[src/rtl/xpt_router.sv]
module xpt_router #(
  parameter int          NSIG    = 20,
  parameter int          SELW    = 5,
  parameter int          CLKDIV  = 4,
  parameter logic [7:0]  RD_CMD  = 8'h03,
  parameter logic [23:0] RD_ADDR = 24'h000000
) (
  input  logic            clk,
  input  logic            rst_n,
  output logic            spi_sclk,
  output logic            spi_mosi,
  input  logic            spi_miso,
  output logic            spi_cs_n,
  input  logic [NSIG-1:0] sig_in,
  output logic [NSIG-1:0] sig_out,
  output logic            config_done
);
  localparam int HDR_BITS = 32;
  localparam int CFG_BITS = NSIG * SELW;
  localparam int TOTAL    = HDR_BITS + CFG_BITS;
  localparam int CNTW     = $clog2(TOTAL);
  localparam int HALF     = CLKDIV / 2;
  localparam int DIVW     = $clog2(CLKDIV);
  localparam logic [SELW-1:0] NSIG_V = SELW'(NSIG);

  typedef enum logic [1:0] {S_START, S_XFER, S_DONE} st_t;

  st_t                 st;
  logic [DIVW-1:0]     div;
  logic [CNTW-1:0]     bitn;
  logic [HDR_BITS-1:0] hdr;
  logic [CFG_BITS-1:0] cfg;
  logic                sclk_q, cs_q;

  assign spi_sclk    = sclk_q;
  assign spi_cs_n    = cs_q;
  assign spi_mosi    = hdr[HDR_BITS-1];
  assign config_done = (st == S_DONE);

  always_ff @(posedge clk or negedge rst_n) begin
    if (!rst_n) begin
      st     <= S_START;
      div    <= '0;
      bitn   <= '0;
      hdr    <= {RD_CMD, RD_ADDR};
      cfg    <= '0;
      sclk_q <= 1'b0;
      cs_q   <= 1'b1;
    end else begin
      case (st)
        S_START: begin
          cs_q <= 1'b0;
          st   <= S_XFER;
        end
        S_XFER: begin
          if (div == DIVW'(CLKDIV-1)) div <= '0;
          else                        div <= div + 1'b1;
          if (div == DIVW'(HALF-1)) begin
            sclk_q <= 1'b1;
            if (bitn >= CNTW'(HDR_BITS)) cfg <= {cfg[CFG_BITS-2:0], spi_miso};
          end
          if (div == DIVW'(CLKDIV-1)) begin
            sclk_q <= 1'b0;
            hdr    <= {hdr[HDR_BITS-2:0], 1'b0};
            if (bitn == CNTW'(TOTAL-1)) begin
              st   <= S_DONE;
              cs_q <= 1'b1;
            end else begin
              bitn <= bitn + 1'b1;
            end
          end
        end
        default: ;
      endcase
    end
  end

  for (genvar i = 0; i < NSIG; i++) begin : g_out
    logic [SELW-1:0] sel;
    assign sel        = cfg[i*SELW +: SELW];
    assign sig_out[i] = config_done && (sel < NSIG_V) && sig_in[sel];
  end

  AST_SCLK_IN_FRAME: assert property (@(posedge clk) disable iff (!rst_n)
    spi_sclk |-> !spi_cs_n);
  AST_MOSI_STABLE_HIGH: assert property (@(posedge clk) disable iff (!rst_n)
    spi_sclk |-> $stable(spi_mosi));
  AST_DONE_DESELECTED: assert property (@(posedge clk) disable iff (!rst_n)
    config_done |-> (spi_cs_n && !spi_sclk));
  AST_DONE_STICKY: assert property (@(posedge clk) disable iff (!rst_n)
    config_done |=> config_done);
  AST_CFG_FROZEN: assert property (@(posedge clk) disable iff (!rst_n)
    config_done |=> $stable(cfg));
endmodule

[config.mk]
export PLATFORM = sky130hd
export DESIGN_NAME = xpt_router
export DESIGN_NICKNAME = d
export VERILOG_FILES = /design/src/rtl/xpt_router.sv
export SDC_FILE = /design/constraint.sdc
export NUM_CORES = 1
export LEC_CHECK = 0
export CAP_MARGIN = 15
export CELL_PAD_IN_SITES_DETAIL_PLACEMENT = 1
export CELL_PAD_IN_SITES_GLOBAL_PLACEMENT = 2
export CORE_MARGIN = 1.5
export CORE_UTILIZATION = 47
export CTS_CLUSTER_SIZE = 40
export DETAILED_ROUTE_END_ITERATION = 7
export GPL_TIMING_DRIVEN = 1
export PLACE_DENSITY_LB_ADDON = 0.05
export SYNTH_ARGS = -nofsm -noshare
export SYNTH_HDL_FRONTEND = slang
export SYNTH_SLANG_ARGS = --single-unit
[constraint.sdc]
create_clock -name clk -period 3.6 [get_ports clk]
set_clock_uncertainty 0.15 [all_clocks]
set_input_delay 0.36 -clock clk [delete_from_list [all_inputs] [get_ports clk]]
set_output_delay 0.36 -clock clk [all_outputs]
set_load 0.05 [all_outputs]
# Word-level counts from Yosys, hierarchy flattened
# Cells that the tools add are included.
# word_totals
reg_bits,122
input_bits,23
out_inout_bits,24
word_cells,155
# op_classes
addsub,2
order_cmp,41
n_eq_ne,7
n_mux,49
n_bitwise,1
reduce_logical,48
# op_table
cell,count
$lt A5 B6 Y1 const B,20
$bmux W1 S5,20
$lt A5 B5 Y1 const B,20
$logic_and A1 B1 Y1,40
$mux W1,24
$reduce_and A3 Y1,3
$add A8 B1 Y8 const B,1
$eq A8 B8 Y1 const B,1
$ge A8 B6 Y1 const B,1
$mux W2,3
$eq A2 B1 Y1 const B,2
$eq A2 B2 Y1 const B,2
$ne A2 B2 Y1 const B,2
$pmux W2 S2,1
$reduce_and A2 Y1,2
$reduce_bool A2 Y1,2
$add A2 B1 Y2 const B,1
$logic_not A2 Y1,1
$pmux W1 S2,1
$not A1 Y1,1

# Logic depth before layout (Yosys ltp)
# logic_depth
depth_word,4
mapped_depth,7
ltp_nobuf,5

# Worst setup path before layout
# Ideal clock, no wire load.
# synth_path
path_kind,reg-to-output
start,register st[0]
end,output port sig_out[14]
arrival_time_ns,1.779
required_ns,3.090
path_slack_ns,1.311
path_stages_with_launch,7
path_buffers,2
path_cell_list,dfrtp_1 > nand2b_1 > buf_2 > buf_2 > inv_1 > nand4b_1 > nand3_1
# synth_via
elab_chain_len,3
# synth_rtl
element,line_no,rtl
start: declaration,28,st_t st;
start signal: assignment,42,st <= S_START;
start signal: assignment,53,st <= S_XFER;
start signal: assignment,66,st <= S_DONE;
$eq A2 B2 Y1,38,assign config_done = (st == S_DONE);
via config_done,16,output logic config_done
$logic_and A1 B1 Y1 (2 in series),81,assign sig_out[i] = config_done && (sel < NSIG_V) && sig_in[sel];
end: declaration,15,"output logic [NSIG-1:0] sig_out,"
# The timed path passes the listed nets, and every way through them passes these cells.

# Worst setup path after layout
# layout_path
start,input port sig_in[1]
end,output port sig_out[11]
# layout_via
elab_chain_len,3
# layout_rtl
element,line_no,rtl
start: declaration,14,"input logic [NSIG-1:0] sig_in,"
$bmux W1 S5,81,
$mux W1 (not written as such),81,
$logic_and A1 B1 Y1,81,
# No other way between the ends. The select of a mux whose other input is x is not followed.

==> results list <==
- Startpoint class of the critical path: primary input
- In this run, CTS created clock tree buffers numbering 17.
- The smallest clock period supported by the final layout is computed as 3.17 ns.
- Core Footprint: 18,600 µm²
- Average cell area after synthesis: 12.8 µm²
- Setup TNS: 0 ns
* Die extent in x: 140 µm
- Clock-pin slew was measured on the worst setup and hold paths at 0.06 ns.
- Share of cells above drive strength 1: 0.371
- Crit Reg-Reg Startpoint: st[1]
- Met3 usage in global routing: 0.0403
- In this run the vertical extent of the chip is 140 µm.
- After routing the design area is 9960 µm².
- Flip-flop and latch count after synthesis: 122
- After the last flow step, the layout net total stands at 722.
* Clock tree from TritonCTS: done
* Fraction of synthesized cell area taken by the top area cell type: 0.335
- Cell type group with the largest total delay on the critical path: buffers and inverters
- Worst Path Class, Setup: in2out
- DRT iter0 DRCs: 393
- Measured against its own limit, the worst slew margin works out to 0.438.
- For this run, design rule violations remaining after detail routing come to 0.
- Fmax: 0.316 GHz
* Areal power density over the cells: 343 nW/µm²
- The tightest hold path in the finished design has a slack of 0.281 ns.
- Relative to the synthesized area, the layout overhead comes to 12.2%.
- By instance count, the leading cell after synthesis is sky130_fd_sc_hd__dfrtp_1.
- Crit end category: output pin
- The clock net in this run drives a total of 122 sinks.
* Via count normalized by instance count: 6.61
- Number of gates on the worst path with buffers counted: 7
- Overall power of the completed layout: 0.00342 W
- At the end of routability-driven placement, the weighted congestion stood at 0.755.
- Fraction of registers with async set/reset: 1.00
- The number of cells on the worst reg-to-reg path is 4.
* Syn Inst Count: 695
* Routed wire length: 24,900 µm
* Largest net degree at the start of global routing: 104
- For this configuration, the core starts out at a cell density of 0.477.
- After the flow finishes, the layout carries non-filler instances totaling 942.
* Critical R2R Capture: cfg[80]
- Of the total power, the share spent switching nets is 0.238.
- Pin placement for this block handled 47 I/O pins.
- The synthesized design contains 0 enable-type register cells.
* Worst-Margin Slew: 0.841 ns
- Leakage Power: 4.00 nW
- Number of hold violations in the final report: 0
- The first global-routing pass estimated 39,200 µm of wire.
- Count of final max-slew check failures: 0
- Clk Latency, worst-skew pair: 0.42 ns
- 0 antenna diodes ended up in the layout.
- Average wire per cell in the routed design: 26.5 µm
- Count of buffers from port buffering: 46
- Ranked by instance count, the synthesized netlist is headed by sky130_fd_sc_hd__dfrtp_1 (119), sky130_fd_sc_hd__nand3_1 (65), sky130_fd_sc_hd__mux4_2 (61).
- In the synthesized netlist the dominant register cell turns out to be sky130_fd_sc_hd__dfrtp_1.
- Data on the critical path is required at its endpoint by 3.09 ns.
- Placement Cell Area: 9350 µm²
* Net switching power of the design: 0.000813 W
- Across the run, the number of max-cap violations was 0.
* Number of optimization iterations in the first detailed-route pass: 5
- Together, buffers and inverters on the worst path number 3.
- By area the synthesized netlist is led by sky130_fd_sc_hd__dfrtp_1 (34%), sky130_fd_sc_hd__mux4_2 (15%), sky130_fd_sc_hd__mux2_4 (10%).
- Setup repair after global routing left no endpoint under its margin.
* GR Util met1: 0.352
* Global route total overflow: 0
* Worst Hold Class: in2async
- Via count: 6,226
* Total number of placement rows: 50
- Part of the power in registers: 0.401
- R2r setup slk: 1.38 ns
- Synth Net Count: 722
- No sink is reached through more buffers than the 2 on the longest clock path.
* Half-perimeter wire length after placement: 14,800 µm
- Setup violations remaining at the end of the flow were counted as 0.
- After detailed placement, the design holds a cell count of 909.
- Clk pwr share: 0.519
- GRT Util Overall: 0.264
- Crit path cell chain: clkdlybuf4s50_1 -> buf_4 -> mux2i_1 -> a2111oi_0 -> nand3_1 -> nand3_1 -> buf_4
- In this run the worst setup path begins at sig_in[1].
* Biggest area consumer among synthesized cells: sky130_fd_sc_hd__dfrtp_1
- CTS built an H-tree with a depth of 4.
- Warnings, synthesis: 0
- The critical path ends at sig_out[11].
* Fraction of the cycle the final worst path needs: 0.880
- The largest single stage delay on the critical path is 1.02 ns.
- The share of total power dissipated in combinational logic is 0.080.
- Worst Path Arrival: 2.66 ns
- The flow ran to the end, and the final reports show no timing, DRC or antenna violations.
* Internal power consumption: 0.00261 W
- Antenna violations before repair: 0
* Detail Route Antenna Nets: 0
* Maximum net fanout on the critical path: 16
* GR Util met2: 0.447
* Count of unique library cells instantiated by Yosys: 42
- The floorplan step defined a die boundary enclosing 19,700 µm².
- The root buffer cell chosen for the clock tree is sky130_fd_sc_hd__clkbuf_16.
- Number of global-route vias before repair: 6,545
* Crit path max-delay cell type: sky130_fd_sc_hd__clkdlybuf4s50_1
- Summed instance area of the synthesized netlist: 8880 µm²
- IR analysis of the VDD net gives a maximum drop of 0.000398 V.
* Share of synthesized area occupied by flip-flops and latches: 0.344
* Global routing's busiest layer: met2
==> per-stage QoR <==
step	util	setup slack, ns
floorplan	-	1.31
global placement	0.501	0.521
detailed placement	0.501	0.451
CTS	0.534	0.422
global route	0.534	0.337
finish	0.534	0.432
==> worst min-delay path by stage <==
| stage | start | end | slack, ns | depth (start not counted) |
|---|---|---|---|---|
| floorplan | rst_n | bitn[0] | -0.09 | 0 |
| CTS | rst_n | bitn[5] | 0.30 | 2 |
| finish | rst_n | bitn[5] | 0.28 | 2 |
| global placement | rst_n | bitn[5] | 0.19 | 1 |
| detailed placement | rst_n | bitn[6] | 0.20 | 1 |
| global route | rst_n | bitn[5] | 0.32 | 2 |
==> routing by layer <==
layer  routed length [µm]  vias up
met2                12500      204
met5                    0        -
met4                  444        0
met3                 1230       37
li1                     -     2670
met1                10700     3315
==> layout by cell type (no fill, tap or decap), drive strengths merged, types with 5 or more instances in the layout <==
| cell | n |
|---|---|
| mux2 | 121 |
| dfrtp | 119 |
| clkbuf | 21 |
| nand2b | 5 |
| nor4b | 11 |
| buf | 48 |
| o2111ai | 15 |
| nor2 | 30 |
| nand3b | 18 |
| xnor2 | 5 |
| clkdlybuf4s50 | 25 |
| mux4 | 80 |
| inv | 7 |
| nor3 | 22 |
| mux2i | 45 |
| nand3 | 65 |
| nand2 | 19 |
| clkinv | 5 |
==> power by group through the flow <==
| stage | sequential (W) | combinational (W) | clock [W] |
|---|---|---|---|
| 2_1_floorplan | 0.00140 | 0.000133 | 0 |
| 3_3_place_gp | 0.00140 | 0.000265 | 0 |
| 3_5_place_dp | 0.00140 | 0.000268 | 0 |
| 4_1_cts | 0.00137 | 0.000271 | 0.00182 |
| 5_1_grt | 0.00137 | 0.000286 | 0.00187 |
| 6_report | 0.00137 | 0.000273 | 0.00178 |
==> area by class of cell <==
type                            instances  area, µm²
Timing Repair Buffer                   74        708
Inverter                                7       26.3
Clock buffer                           21        460
Multi-Input combinational cell        473       5270
Clock inverter                         11        145
Fill cell                            1895       8680
Sequential cell                       122       3060
Tap cell                              234        293
==> kinds of logic (layout without fill, tap and decap cells) <==
logic type,after synthesis,after routing,share of synthesized area
AOI/OAI and AO/OA,30,30,0.0282
muxes,246,246,0.440
adders and majority gates,4,4,0.00563
buffers and inverters,100,113,0.0625
xor gates and xnor gates,7,7,0.00690
DFF,122,122,0.344
and+or+nand+nor,186,186,0.112
==> sequential cells by signal (all words and copies together), names as in the netlist <==
signal,flops
cfg,100
bitn,8
hdr,8
div,2
st,2
spi_cs_n,1
spi_sclk,1
==> repair_timing <==
action / CTS / global route
hold buffers: 1 / 0
buffers inserted: 0 / 0
gates resized for setup: 0 / 0
endpoints found under the hold margin: 31 / 0
(Power assumes the default switching activity.)
